`config.mk`:
```
export PLATFORM = sky130hd
export DESIGN_NAME = pkt_cks_encoder
export DESIGN_NICKNAME = d
export VERILOG_FILES = /design/src/rtl/pkt_cks_pkg.sv /design/src/rtl/pkt_cks_shift_filter.sv /design/src/rtl/pkt_cks_seq.sv /design/src/rtl/pkt_cks_encoder.sv
export SDC_FILE = /design/constraint.sdc
export NUM_CORES = 1
export LEC_CHECK = 0
export BUFFER_PORTS_ARGS = -buffer_cell sky130_fd_sc_hd__buf_2
export CORE_ASPECT_RATIO = 1.5
export CORE_MARGIN = 4
export CORE_UTILIZATION = 45
export DETAILED_ROUTE_END_ITERATION = 16
export GPL_ROUTABILITY_DRIVEN = 0
export PLACE_DENSITY = 0.63
export SLEW_MARGIN = 0
export SYNTH_ARGS = -nofsm -noshare
export SYNTH_HDL_FRONTEND = slang
export SYNTH_SLANG_ARGS = --single-unit
```
`constraint.sdc`:
```
create_clock -name clk -period 2.6 [get_ports clk]
set_input_delay 0.26 -clock clk [delete_from_list [all_inputs] [get_ports clk]]
set_output_delay 0.26 -clock clk [all_outputs]
set_load 0.03 [all_outputs]
```
`src/rtl/pkt_cks_pkg.sv`:
```
package pkt_cks_pkg;
  typedef enum logic [1:0] {PH_HUNT, PH_SYNC, PH_PAY, PH_CKS} phase_t;
  // g(X) = X^8 + X^6 + X^5 + X + 1, bit k holds the X^k coefficient
  localparam logic [8:0] G_POLY_DEF = 9'h163;
  localparam logic [7:0] CKS_OFFSET_DEF = 8'h67;
endpackage

```
`src/rtl/pkt_cks_shift_filter.sv`:
```
// One shift register with polynomial taps. RECURSIVE=1: divider (history
// holds the outputs). RECURSIVE=0: feed-forward filter (history holds inputs).
module pkt_cks_shift_filter #(
  parameter int          W         = 8,
  parameter logic [W-1:0] TAPS     = 8'hB1,
  parameter bit          RECURSIVE = 1'b1
) (
  input  logic clk,
  input  logic rst,
  input  logic clr,
  input  logic step,
  input  logic din,
  output logic dout
);
  logic [W-1:0] hist;
  logic         shift_in;

  assign dout = din ^ (^(hist & TAPS));

  generate
    if (RECURSIVE) begin : g_iir
      assign shift_in = dout;
    end else begin : g_fir
      assign shift_in = din;
    end
  endgenerate

  always_ff @(posedge clk) begin
    if (rst || clr) hist <= '0;
    else if (step)  hist <= {hist[W-2:0], shift_in};
  end

  // history empty on the cycle after a packet start
  a_r6_hist_cleared: assert property (@(posedge clk) disable iff (rst)
    clr |=> (hist == '0));
endmodule

```
`src/rtl/pkt_cks_seq.sv`:
```
module pkt_cks_seq
  import pkt_cks_pkg::*;
#(
  parameter int SYNC_BITS = 8,
  parameter int PAY_BITS  = 1496,
  parameter int CKS_BITS  = 8,
  localparam int CW = $clog2(PAY_BITS),
  localparam int IW = $clog2(CKS_BITS)
) (
  input  logic          clk,
  input  logic          rst,
  input  logic          in_valid,
  input  logic          in_sop,
  input  logic          out_ready,
  output logic          in_ready,
  output logic          out_valid,
  output logic          pay_ph,
  output logic          cks_ph,
  output logic [IW-1:0] cks_idx,
  output logic          clr,
  output logic          div_step,
  output logic          fir_step
);
  localparam logic [CW-1:0] SYNC_LAST = CW'(SYNC_BITS - 1);
  localparam logic [CW-1:0] PAY_LAST  = CW'(PAY_BITS - 1);
  localparam logic [CW-1:0] CKS_LAST  = CW'(CKS_BITS - 1);

  phase_t        ph;
  logic [CW-1:0] cnt;
  logic          in_fire, out_fire;

  always_comb begin
    pay_ph    = (ph == PH_PAY);
    cks_ph    = (ph == PH_CKS);
    in_ready  = (ph == PH_HUNT) || (ph == PH_SYNC) || (pay_ph && out_ready);
    out_valid = (pay_ph && in_valid) || cks_ph;
    in_fire   = in_valid && in_ready;
    out_fire  = out_valid && out_ready;
    clr       = (ph == PH_HUNT) && in_fire && in_sop;
    div_step  = (pay_ph && in_fire) || (cks_ph && out_fire);
    fir_step  = cks_ph && out_fire;
    cks_idx   = cnt[IW-1:0];
  end

  always_ff @(posedge clk) begin
    if (rst) begin
      ph  <= PH_HUNT;
      cnt <= '0;
    end else begin
      case (ph)
        PH_HUNT: if (clr) begin
          ph  <= PH_SYNC;
          cnt <= CW'(1);
        end
        PH_SYNC: if (in_fire) begin
          if (cnt == SYNC_LAST) begin ph <= PH_PAY; cnt <= '0; end
          else cnt <= cnt + 1'b1;
        end
        PH_PAY: if (in_fire) begin
          if (cnt == PAY_LAST) begin ph <= PH_CKS; cnt <= '0; end
          else cnt <= cnt + 1'b1;
        end
        default: if (out_fire) begin
          if (cnt == CKS_LAST) begin ph <= PH_HUNT; cnt <= '0; end
          else cnt <= cnt + 1'b1;
        end
      endcase
    end
  end

  // payload counter never passes the payload length
  a_r4_cnt_range: assert property (@(posedge clk) disable iff (rst)
    (ph == PH_PAY) |-> (cnt < CW'(PAY_BITS)));
  // the checksum index stays inside the checksum byte
  a_r5_cks_range: assert property (@(posedge clk) disable iff (rst)
    (ph == PH_CKS) |-> (cnt < CW'(CKS_BITS)));
endmodule

```
`src/rtl/pkt_cks_encoder.sv`:
```
module pkt_cks_encoder
  import pkt_cks_pkg::*;
#(
  parameter int          SYNC_BITS = 8,
  parameter int          PAY_BITS  = 1496,
  parameter int          CKS_BITS  = 8,
  parameter logic [8:0]  G_POLY    = G_POLY_DEF,
  parameter logic [7:0]  OFFSET    = CKS_OFFSET_DEF
) (
  input  logic clk,
  input  logic rst,
  input  logic in_valid,
  output logic in_ready,
  input  logic in_data,
  input  logic in_sop,
  output logic out_valid,
  input  logic out_ready,
  output logic out_data
);
  localparam int IW = $clog2(CKS_BITS);
  localparam logic [CKS_BITS-1:0] TAPS = G_POLY[CKS_BITS:1];

  logic          pay_ph, cks_ph, clr, div_step, fir_step;
  logic [IW-1:0] cks_idx;
  logic          div_in, quot, filt;
  logic [CKS_BITS-1:0] off_rev;

  pkt_cks_seq #(.SYNC_BITS(SYNC_BITS), .PAY_BITS(PAY_BITS), .CKS_BITS(CKS_BITS)) u_seq (
    .clk(clk), .rst(rst), .in_valid(in_valid), .in_sop(in_sop), .out_ready(out_ready),
    .in_ready(in_ready), .out_valid(out_valid), .pay_ph(pay_ph), .cks_ph(cks_ph),
    .cks_idx(cks_idx), .clr(clr), .div_step(div_step), .fir_step(fir_step));

  assign div_in = pay_ph & in_data;

  pkt_cks_shift_filter #(.W(CKS_BITS), .TAPS(TAPS), .RECURSIVE(1'b1)) u_div (
    .clk(clk), .rst(rst), .clr(clr), .step(div_step), .din(div_in), .dout(quot));

  pkt_cks_shift_filter #(.W(CKS_BITS), .TAPS(TAPS), .RECURSIVE(1'b0)) u_fir (
    .clk(clk), .rst(rst), .clr(clr), .step(fir_step), .din(quot), .dout(filt));

  always_comb begin
    for (int i = 0; i < CKS_BITS; i++) off_rev[i] = OFFSET[CKS_BITS-1-i];
    out_data = pay_ph ? in_data : (filt ^ off_rev[cks_idx]);
  end

  // the cycle after reset the block hunts
  a_r1_reset_idle: assert property (@(posedge clk) disable iff (rst)
    $past(rst) |-> (in_ready && !out_valid));
  // a stalled checksum bit is held
  a_r7_cks_hold: assert property (@(posedge clk) disable iff (rst)
    (cks_ph && !out_ready) |=> (out_valid && !in_ready && $stable(out_data)));
endmodule

```
* Word level (Yosys, flattened, before mapping)
Memories as Yosys holds them, arrays and structs flattened. A register that Yosys moved wholly into a read port is not among the register bits. Cells that the tools add are included.
Word-level totals: input port bits 6, register bits after elaboration 29, memories kept 1, output and inout bits 3, memory bits (read-only) 8
Memories:
- (name not given) | words 8, width 1, rd ports 1, clocked after Yosys merged registers in 1, wr ports 0, line pkt_cks_encoder.sv:43 | out_data = pay_ph ? in_data : (filt ^ off_rev[cks_idx]);
Operators by class: add/subtract/negate cells 1, reduce and logical (&&, ||, !) cells 20, $lt $le $gt $ge 1, equal/unequal tests 10, bitwise logic cells 4, mux-type cells 19
Operator list (number):
- 2-to-1 mux 11 bit | 6
- case mux 11 bit (3 select lines) | 1
- XOR reduction 8 bit | 2
- 2-to-1 mux 2 bit | 7
- adder 11 x 1 -> 11 bit, second input constant | 1
- == test 11 bit, second input constant | 1
- == test 11 x 3 -> 1 bit, second input constant | 1
- logical AND 1 bit | 8
- inequality test 2 x 1 -> 1 bit, second input constant | 4
- AND reduction 7 bit | 1
- 2-to-1 mux 3 bit | 2
- case mux 2 bit (3 select lines) | 1
- logical OR 1 bit | 5
- == test 2 bit, second input constant | 2
- < comparator 3 x 4 -> 1 bit, second input constant | 1
- AND reduction 4 bit | 1
- nonzero test 4 bit | 1
- nonzero test 3 bit | 1
- bitwise XOR 1 bit | 3
- == test 2 x 1 -> 1 bit, second input constant | 1
- logical NOT 2 bit | 1
- 2-to-1 mux 1 bit | 2
- inequality test 2 bit, second input constant | 1
- AND 1 bit | 1

* Depth between registers and ports, before layout
Gate-level depths: netlist of run 1.
depth in word-level cells 10, depth in mapped cells 12, depth with buffers taken out 11

* Cells and area by module
Synthesis of run 1 repeated with hierarchy kept, for this count alone.
Second synthesis, totals: cell total of the unflattened synthesis 183, area, all modules 1636.6 sq um
Modules (own cells, without submodules):
- pkt_cks_seq | area an instance 923.4 sq um, instances 1, cells each 110, seq. area each 260.2 sq um
- pkt_cks_shift_filter (u_div) | area an instance 326.6 sq um, instances 1, cells each 33, seq. area each 160.2 sq um
- pkt_cks_shift_filter (u_fir) | area an instance 325.3 sq um, instances 1, cells each 30, seq. area each 160.2 sq um
- pkt_cks_encoder | area an instance 61.3 sq um, instances 1, cells each 10, seq. area each 0.0 sq um

* Worst setup path before layout of run 1
OpenSTA, ideal clock, no wires.
path kind register to register, start point reg u_seq.ph[0], end point reg (tool-made name), required time 2480 ps, path buffers 2, slack 366 ps, library setup time 120 ps, arrival 2113 ps, cell stages (with the launch flop) 13, path through dfxtp_1 inv_1 ha_1 buf_2 nor2b_1 o21ai_1 a21oi_4 buf_2 nor2_1 or3_1 ha_1 inv_1 mux2i_1
RTL lines:
- from (decl) | line pkt_cks_seq.sv:28 | phase_t ph;
- from (signal assigned) | line pkt_cks_seq.sv:47 | ph <= PH_HUNT;
- from (signal assigned) | line pkt_cks_seq.sv:52 | ph <= PH_SYNC;
- from (signal assigned) | line pkt_cks_seq.sv:56 | if (cnt == SYNC_LAST) begin ph <= PH_PAY; cnt <= '0; end

* Worst setup path in the final report of run 1
start point reg u_seq.ph[0], end point out out_data
Between the ends: cells in the longest elaborated chain, start to end 6
Ends and longest elaborated chain:
- == test 2 bit (*) | line pkt_cks_seq.sv:33 | pay_ph = (ph == PH_PAY);
- AND 1 bit | line pkt_cks_encoder.sv:33 | assign div_in = pay_ph & in_data;
- bitwise XOR 1 bit (2 in series) | line pkt_cks_shift_filter.sv:18 | assign dout = din ^ (^(hist & TAPS));
- bitwise XOR 1 bit | line pkt_cks_encoder.sv:43
- 2-to-1 mux 1 bit (*) | line pkt_cks_encoder.sv:43
- to (decl) | line pkt_cks_encoder.sv:18 | output logic out_data
Mark *: on every way between the ends. The rest lies on a longest branch, timed or not.

==> results.toml, run 1 <==
[run_status]
status = "finished clean"

[logic_synthesis]
yosysUniqueCellTypes = 47
yosysTopAreaCellShare = 0.370
avgSynthCellArea_um2 = 8.91
synth_area_mm2 = 0.00162
syn_inst = 182
yosysWarnings = 0
yosysTopAreaCell = "dfxtp_1"
ys_top_cells_by_area = "dfxtp_1, mux2i_1, ha_1"
ys_ff_latch = 30
syn_nets = 195
ys_seq_area_frac = 0.370

[detailed_routing]
drt_wl_total_mm = 3.17
drtAntennaViolNets = 0
drtPass1Iterations = 4
routedWlPerCell_um = 13.4
post_drt_via_cell_ratio = 5.47
drtIter0Drc = 26
drc_errors = 0
vias = 1297

[worst_setup_path]
arrival_ns = 2.14
worstSetupStartpointType = "flop"
endpoint = "out_data"
critPathRequiredTime_ns = 2.34
r2r_slack_ns = 0.25
critPathKind = "reg2out"
startpoint = "u_seq.ph[0]"
reg2reg_depth = 10
cp_max_fo = 8
end_kind = "primary output"
r2r-start = "u_seq.ph[0]"

[placement]
portBuffers = 8
place_hpwl_mm = 2.28

[die]
die_area_mm2 = 0.00465
die_h_um = 81.5
die_w_um = 57.0
io_pins = 9
coreArea_mm2 = 0.00345
std_cell_rows = 26
start_util = 0.470

[timing]
finalClockSkew_ns = 0.00490
fin_setup_tns_ns = 0
finalCritPeriodShare = 0.923
hold_viol = 0
period_needed_ns = 2.40
rsz0062_at_grt = "false"
drv_slew = 0
fmax_ghz = 0.417
slew_headroom = 0.706
final-setup-viol-count = 0
worst_slew_pin_slew_ns = 0.440
hold_ws_ns = 0.297

[power_and_ir_drop]
ir_drop_uv = 609
pwr-share-comb = 0.356
internal_power_w = 0.00115
switchingPower_w = 0.000556
clkPwrFrac = 0.345
p_leak_nw = 0.676
seqPwrFrac = 0.299
power_density_mw_per_mm2 = 919
p_sw_frac = 0.326

[worst_hold_path]
hp-class = "in2reg"

[global_route]
grt.overflow.total = 0
antenna_found_initial = 0
grt_first_pass_wirelength_mm = 5.41
grt_start_max_net_pins = 18
grt_usage = 0.149
grt_pass1_vias = 1301

[clocking]
htreeDepth = 2
ctsRootBufferMaster = "clkbuf_8"
cts_made_buffers = 5
clock-sinks = 30
tritoncts = "yes"
clk_pin_slew_worst_paths_ns = 0.07
clkLatencyLatePin_ns = 0.28
clockBufferDepth = 2

[flow_run]
cap_violations = 0

[cells_and_area]
fill_cells = 327
syn_to_final_growth_pct = 14.4
antenna_cells = 0
final_common_cell = "dfxtp_1"
most-common-layout-cells = "dfxtp_1, nor2_1, nand2_1"
finalCoreUtilization = 0.538
drive_above_1_share = 0.179
nets = 207
[metal layers]
metal | global-route usage | share of wire
met4 | 0.0742 | 0.021
met2 | 0.283 | 0.53
met1 | 0.147 | 0.41
met3 | 0.0362 | 0.032
met5 | 0 | 0
[power groups by stage]
stage / registers [W] / clock network [W] / logic (W)
2_1_floorplan: 0.000514 / 0 / 0.000462
3_3_place_gp: 0.000518 / 0 / 0.000538
3_5_place_dp: 0.000519 / 0 / 0.000561
4_1_cts: 0.000509 / 0.000598 / 0.000563
5_1_grt: 0.000514 / 0.000614 / 0.000666
6_report: 0.000509 / 0.000588 / 0.000607
[cell families after synthesis]
group	after synthesis	share of synthesized area
and+or+nand+nor	74	0.248
AOI/OAI and AO/OA	32	0.139
DFF	30	0.370
buffers and inverters	14	0.0355
xor gates and xnor gates	13	0.0702
muxes	12	0.0826
adders and majority gates	7	0.0540
[timing repair]
item,4_1_cts,5_1_grt
hold buffers,0,0
setup buffers,0,3
resized for setup,0,0
setup endpoints to repair,0,1
[cell usage after synthesis, drive strengths merged]
cell     instances
a211o            1
a211oi           1
a21o             3
a21oi           15
a221oi           1
a2bb2oi          1
a31o             1
a41oi            1
and2             1
and3             3
and4             1
buf              3
clkbuf           4
dfxtp           30
ha               7
inv              7
mux2             1
mux2i           11
nand2           18
nand2b           2
nand3           12
nand4            5
nor2            20
nor2b            1
nor3             2
nor3b            1
nor4             1
nor4b            1
o21ai            6
o22a             1
o2bb2ai          1
or2              1
or3              2
or3b             2
or4              1
xnor2            8
xor2             5
[flip-flops by register name (all words and copies together), names as in the netlist, named ones only]
register,count
u_div.hist,8
u_fir.hist,8
u_seq.cnt,11
u_seq.ph,2
[worst max-delay path: stages, from the launching register on]
cell,delay [ns]
dfxtp_1,0.34
inv_1,0.12
ha_1,0.32
nand2_1,0.14
xnor2_1,0.31
xnor2_1,0.15
mux2_2,0.29
buf_2,0.18
[cell type report]
type / count / area, um2 / share of cell area
clock buffer: 6 / 82.6 / 0.0445
clock inverter: 2 / 60.1 / 0.0324
inverter: 7 / 26.3 / 0.0142
multi-input combinational: 138 / 963 / 0.519
sequential: 30 / 601 / 0.324
tap: 42 / 52.6 / 0.0283
timing repair buffer: 12 / 70.1 / 0.0378
[stage by stage]
stage          setup WS, ns  cells  total power (W)  cell area, um2
2_1_floorplan         0.366    182         0.000976            1620
3_3_place_gp          0.287    226          0.00106            1690
3_5_place_dp          0.150    226          0.00108            1690
4_1_cts               0.111    234          0.00167            1830
5_1_grt              0.0674    237          0.00179            1860
6_report              0.200    237          0.00170            1860
[how the worst min path moves through the flow]
stage / endpoint / cells past startpoint / slack [ns] / startpoint
after detailed placement: u_fir.hist[3] / 2 / 0.45 / u_fir.hist[3]
after floorplan: u_fir.hist[1] / 2 / 0.44 / u_fir.hist[1]
after global routing: u_seq.cnt[3] / 2 / 0.31 / rst
after global placement: u_fir.hist[1] / 2 / 0.44 / u_fir.hist[1]
after CTS: u_seq.cnt[1] / 2 / 0.29 / rst
final: u_seq.cnt[1] / 2 / 0.30 / rst
Power figures use the tool's default switching activity.
==> inputs of run 2 (changes only) <==
--- a/config.mk
+++ b/config.mk
@@ -10,6 +10,6 @@
 export CORE_MARGIN = 4
-export CORE_UTILIZATION = 45
+export CORE_UTILIZATION = 30
 export DETAILED_ROUTE_END_ITERATION = 16
 export GPL_ROUTABILITY_DRIVEN = 0
-export PLACE_DENSITY = 0.63
+export PLACE_DENSITY = 0.46
 export SLEW_MARGIN = 0
==> constraint.sdc (replaced) <==
create_clock -name clk -period 2.6 [get_ports clk]
set_input_delay 0.78 -clock clk [delete_from_list [all_inputs] [get_ports clk]]
set_output_delay 0.78 -clock clk [all_outputs]
set_load 0.03 [all_outputs]
==> run 2 against run 1 <==
Utilization down 18 points. Clock power fell by 35%. Register-to-register slack gained 0.13 ns. Wire length is 4.2% higher. Maximum frequency fell by 3.6%. Sequential share of layout area is 0.49 points lower. Largest cell class unchanged. Global-route usage shrank 3.8 points. Cell count increased by 12%. Total power fell by 12%.
==> results.toml, run 2 (synthesis gave the netlist of run 1 again) <==
[worst_setup_path]
cp.buffers_inverters = 2
r2r-start = "u_seq.ph[0]"
worstSetupStartpointType = "flop"
reg2reg_depth = 12
critPathRequiredTime_ns = 1.82
path_depth = 7
path_delay_family = "flip-flops"
end_kind = "primary output"
endpoint = "out_data"
cp_slowest_cell = "dfxtp_1"
critPathKind = "reg2out"
crit_chain = "inv_2, ha_4, nand2_1, xnor2_2, xnor2_1, mux2_2, buf_2"
cp_max_fo = 6
arrival_ns = 1.71
startpoint = "u_seq.ph[0]"
max_stage_delay_ns = 0.34
r2r_slack_ns = 0.38

[global_route]
grt_first_pass_wirelength_mm = 5.73
grt.overflow.total = 0
grt_pass1_vias = 1293
grt_start_max_net_pins = 17
antenna_found_initial = 0
grt_usage = 0.110

[timing]
final.setup.worst_slack_ns = 0.110
final-setup-viol-count = 0
worst_slew_pin_slew_ns = 0.433
slew_headroom = 0.711
rsz0062_at_grt = "false"
finalClockSkew_ns = 0.00768
fmax_ghz = 0.402
period_needed_ns = 2.49
fin_setup_tns_ns = 0
finalCritPeriodShare = 0.958
hold_ws_ns = 0.461
hold_viol = 0
drv_slew = 0

[placement]
portBuffers = 8
pre_cts_ws_ns = 0.110
place_hpwl_mm = 2.42

[clocking]
ctsRootBufferMaster = "clkbuf_8"
clock-sinks = 30
cts_made_buffers = 5
clk_pin_slew_worst_paths_ns = 0.06
ctsHoldBuffers = 0
clockBufferDepth = 2
tritoncts = "yes"
htreeDepth = 2
clkLatencyLatePin_ns = 0.28

[detailed_routing]
drtIter0Drc = 25
routedWlPerCell_um = 12.5
post_drt_via_cell_ratio = 4.88
drc_errors = 0
drt_wl_total_mm = 3.31
vias = 1293
drtAntennaViolNets = 0
drtPass1Iterations = 4

[power_and_ir_drop]
ir_drop_uv = 336
power_density_mw_per_mm2 = 795
p_leak_nw = 0.680

[cells_and_area]
reg.largest.list = "u_seq.cnt x11, u_div.hist x8, u_fir.hist x8"
syn_to_final_growth_pct = 16.4
nets = 209
most-common-layout-cells = "dfxtp_1, nor2_1, nand2_1"
fill_cells = 578
drive_above_1_share = 0.213
largest_reg_flops = 11
final_common_cell = "dfxtp_1"
antenna_cells = 0
regMostFlops = "u_seq.cnt"

[die]
start_util = 0.312
die_w_um = 68.0
coreArea_mm2 = 0.00520
die_h_um = 98.0
std_cell_rows = 32
io_pins = 9
die_area_mm2 = 0.00667

[worst_hold_path]
hp-class = "reg2reg"
worstHoldStart = "u_fir.hist[2]"

[flow_run]
cap_violations = 0

[run_status]
status = "finished clean"
[run 2: changes by cell type in the layout (fill, tap and decap cells not counted), moves of 2 or more]
cell / before / now
xnor2_1: 8 / 6
bufinv_16: 2 / 0
xnor2_2: 0 / 2
buf_4: 4 / 6
[run 2: area by class of cell]
class                           instances  area, um2  share of cell area
Clock buffer                            7       86.3              0.0457
Multi-Input combinational cell        138        998               0.529
Clock inverter                          1       5.00             0.00265
Sequential cell                        30        602               0.319
Inverter                                7       26.3              0.0139
Tap cell                               68       85.1              0.0451
Timing Repair Buffer                   14       85.1              0.0451
[run 2: what timing repair did]
action,in CTS,in global routing
buffers inserted,0,2
setup endpoints to repair,1,1
pin swaps,0,1
endpoints found under the hold margin,0,0
resized for setup,3,4
[run 2: metrics by stage]
stage	cell area, um2	util	total power (W)	std cells
2_1_floorplan	1620	-	0.000976	182
3_3_place_gp	1750	0.335	0.00109	255
3_5_place_dp	1750	0.335	0.00111	255
4_1_cts	1850	0.355	0.00151	263
5_1_grt	1890	0.363	0.00160	265
6_report	1890	0.363	0.00150	265
[run 2: metal layers]
| metal | track usage | up-vias | part of all wire |
|---|---|---|---|
| li1 | - | 660 | - |
| met1 | 0.133 | 610 | 0.45 |
| met2 | 0.176 | 17 | 0.50 |
| met3 | 0.0322 | 6 | 0.028 |
| met4 | 0.0505 | 0 | 0.021 |
| met5 | 0 | - | 0 |
[run 2: worst register-to-register path, delay by kind of cell (launching register included)]
family	cells	cell delay [ns]
mux	1	0.05
fa+ha+maj	2	0.45
simple gates	1	0.21
buf+inv	5	0.52
flops	1	0.34
compound gates	3	0.57
[run 2: power by group]
part	switching, W	internal [W]	total (W)
Sequential	0.0000263	0.000487	0.000514
Clock	0.000172	0.000213	0.000385
Combinational	0.000347	0.000256	0.000603
[run 2: how the worst min path moves through the flow]
stage                    endpoint  slack (ns)  cells after the start
finish              u_fir.hist[2]        0.46                      2
global route        u_fir.hist[6]        0.49                      2
CTS                 u_fir.hist[6]        0.47                      2
detailed placement  u_fir.hist[2]        0.46                      2
global placement    u_fir.hist[3]        0.45                      2
floorplan           u_fir.hist[1]        0.44                      2
==> inputs of run 3 (changes only) <==
Settings changed: PLACE_DENSITY 0.46 to 0.48.
Clock period 2.6 ns to 2.1 ns, I/O delays scaled along.
==> run 3 against run 2 <==
The flow now finishes with violations (setup timing). Via count up 12%. Sequential power up 26%. Clock skew up 0.0013 ns. Critical path depth shrank 1. Clock power up 26%. First-iteration DRC count increased by 20%. Sequential cell count is the same. Die area unchanged. Global-route usage increased by 1.9 points. Highest routed layer unchanged.
==> results.toml, run 3 (synthesis gave the netlist of run 1 again) <==
[power_and_ir_drop]
clkPwrFrac = 0.201
internal_power_w = 0.00157
power_density_mw_per_mm2 = 1040
seqPwrFrac = 0.270
p_total_w = 0.00240
ir_drop_uv = 569
p_sw_frac = 0.346
p_leak_nw = 0.872
switchingPower_w = 0.000833
pwr-share-comb = 0.529

[worst_setup_path]
path_depth = 6
worstSetupStartpointType = "flop"
crit_chain = "xor2_2, xnor2_2, xnor2_2, xnor2_1, mux2_4, buf_6"
cp_max_fo = 3
max_stage_delay_ns = 0.34
path_delay_family = "XOR/XNOR gates"
cp.buffers_inverters = 1
critPathRequiredTime_ns = 1.47
end_kind = "primary output"
crit_top_cell = "xnor2_2"
cp_slowest_cell = "dfxtp_2"
reg2reg_depth = 13
critPathKind = "reg2out"
arrival_ns = 1.65

[detailed_routing]
drtPass1Iterations = 4
drtAntennaViolNets = 0
drc_errors = 0
drtIter0Drc = 30
vias = 1453
drt_wl_total_mm = 3.96
post_drt_via_cell_ratio = 4.88
routedWlPerCell_um = 13.3

[die]
coreArea_mm2 = 0.00520
die_h_um = 98.0
io_pins = 9
die_area_mm2 = 0.00667
std_cell_rows = 32
die_w_um = 68.0
start_util = 0.312

[clocking]
clk_pin_slew_worst_paths_ns = 0.07
tritoncts = "yes"
clock-sinks = 30
cts_made_buffers = 5
clkLatencyLatePin_ns = 0.28
htreeDepth = 2
clockBufferDepth = 2
ctsRootBufferMaster = "clkbuf_8"

[run_status]
status = "finished, violations left"
violations = "setup timing"

[timing]
finalCritPeriodShare = 1.09
slew_headroom = 0.755
fmax_ghz = 0.438
final-setup-viol-count = 4
fin_setup_tns_ns = -0.365
finalClockSkew_ns = 0.00900
drv_slew = 0
final.setup.worst_slack_ns = -0.182
rsz0062_at_grt = "true"
hold_viol = 0
period_needed_ns = 2.28
worst_slew_pin_slew_ns = 0.363

[worst_hold_path]
hp-class = "reg2reg"
whs_path_depth = 2

[cells_and_area]
most-common-layout-cells = "buf_4, dfxtp_1, nor2_1"
drive_above_1_share = 0.400
regMostFlops = "u_seq.cnt"
largest_reg_flops = 11
reg.largest.list = "u_seq.cnt x11, u_div.hist x8, u_fir.hist x8"
syn_to_final_growth_pct = 42.3
nets = 242
antenna_cells = 0
final_common_cell = "buf_4"

[global_route]
antenna_found_initial = 0
grt_usage = 0.129
grt_pass1_vias = 1396
grt.overflow.total = 0
grt_start_max_net_pins = 17
grt_first_pass_wirelength_mm = 6.52

[placement]
portBuffers = 8
place_hpwl_mm = 2.81

[flow_run]
cap_violations = 0
[run 3: cell types whose count changed in the layout (fill, tap and decap cells not counted), sizes merged]
cell	delta
clkinvlp	+1
buf	+33
clkbuf	-1
[run 3: path summary, 6_finish.rpt]
kind                               startpoint            end  slack [ns]
worst min-delay path            u_fir.hist[1]  u_fir.hist[1]        0.46
worst max register to register    u_seq.ph[0]           flop       -0.08
worst max-delay path            u_div.hist[4]       out_data       -0.18
worst min register to register  u_fir.hist[1]  u_fir.hist[1]        0.46
[run 3: stage by stage]
stage	utilization	instances	area [um2]	setup WS [ns]	hold WS (ns)
detailed placement	0.371	274	1930	-0.0906	0.450
floorplan	-	182	1680	0.00291	0.437
CTS	0.415	287	2160	-0.216	0.460
finish	0.443	298	2310	-0.182	0.457
global placement	0.371	274	1930	-0.0428	0.443
global route	0.443	298	2310	-0.283	0.487
[run 3: worst register-to-register path: cells and delay by family, from the launching register on]
family          cells  cell delay [ns]
mux                 1             0.06
simple gates        3             0.43
compound gates      3             0.46
flops               1             0.36
buf+inv             4             0.33
fa+ha+maj           2             0.44
[run 3: cell type report]
class,count,area (um2)
clock buffers,6,82.6
multi-input cells,138,1090
flip-flops and latches,30,613
clock inverters,2,12.5
inverters,7,36.3
well taps,68,85.1
fillers,525,2900
repair buffers,47,385
[run 3: per-layer routing]
metal	vias up	routed length, um	track usage
met5	-	0	0
met4	0	98	0.0628
met3	8	117	0.0368
met2	19	2140	0.218
met1	699	1600	0.143
li1	727	-	-
[run 3: timing repair]
item,CTS,global route
setup endpoints to repair,5,8
hold buffers,0,0
resized for setup,24,17
setup buffers,5,12
pin swaps,8,7
[run 3: power groups by stage]
stage	logic [W]	clock network, W	registers (W)
after detailed placement	0.000872	0	0.000657
after global routing	0.00135	0.000543	0.000652
after CTS	0.00101	0.000501	0.000651
final	0.00127	0.000484	0.000649
after global placement	0.000851	0	0.000654
after floorplan	0.000638	0	0.000643
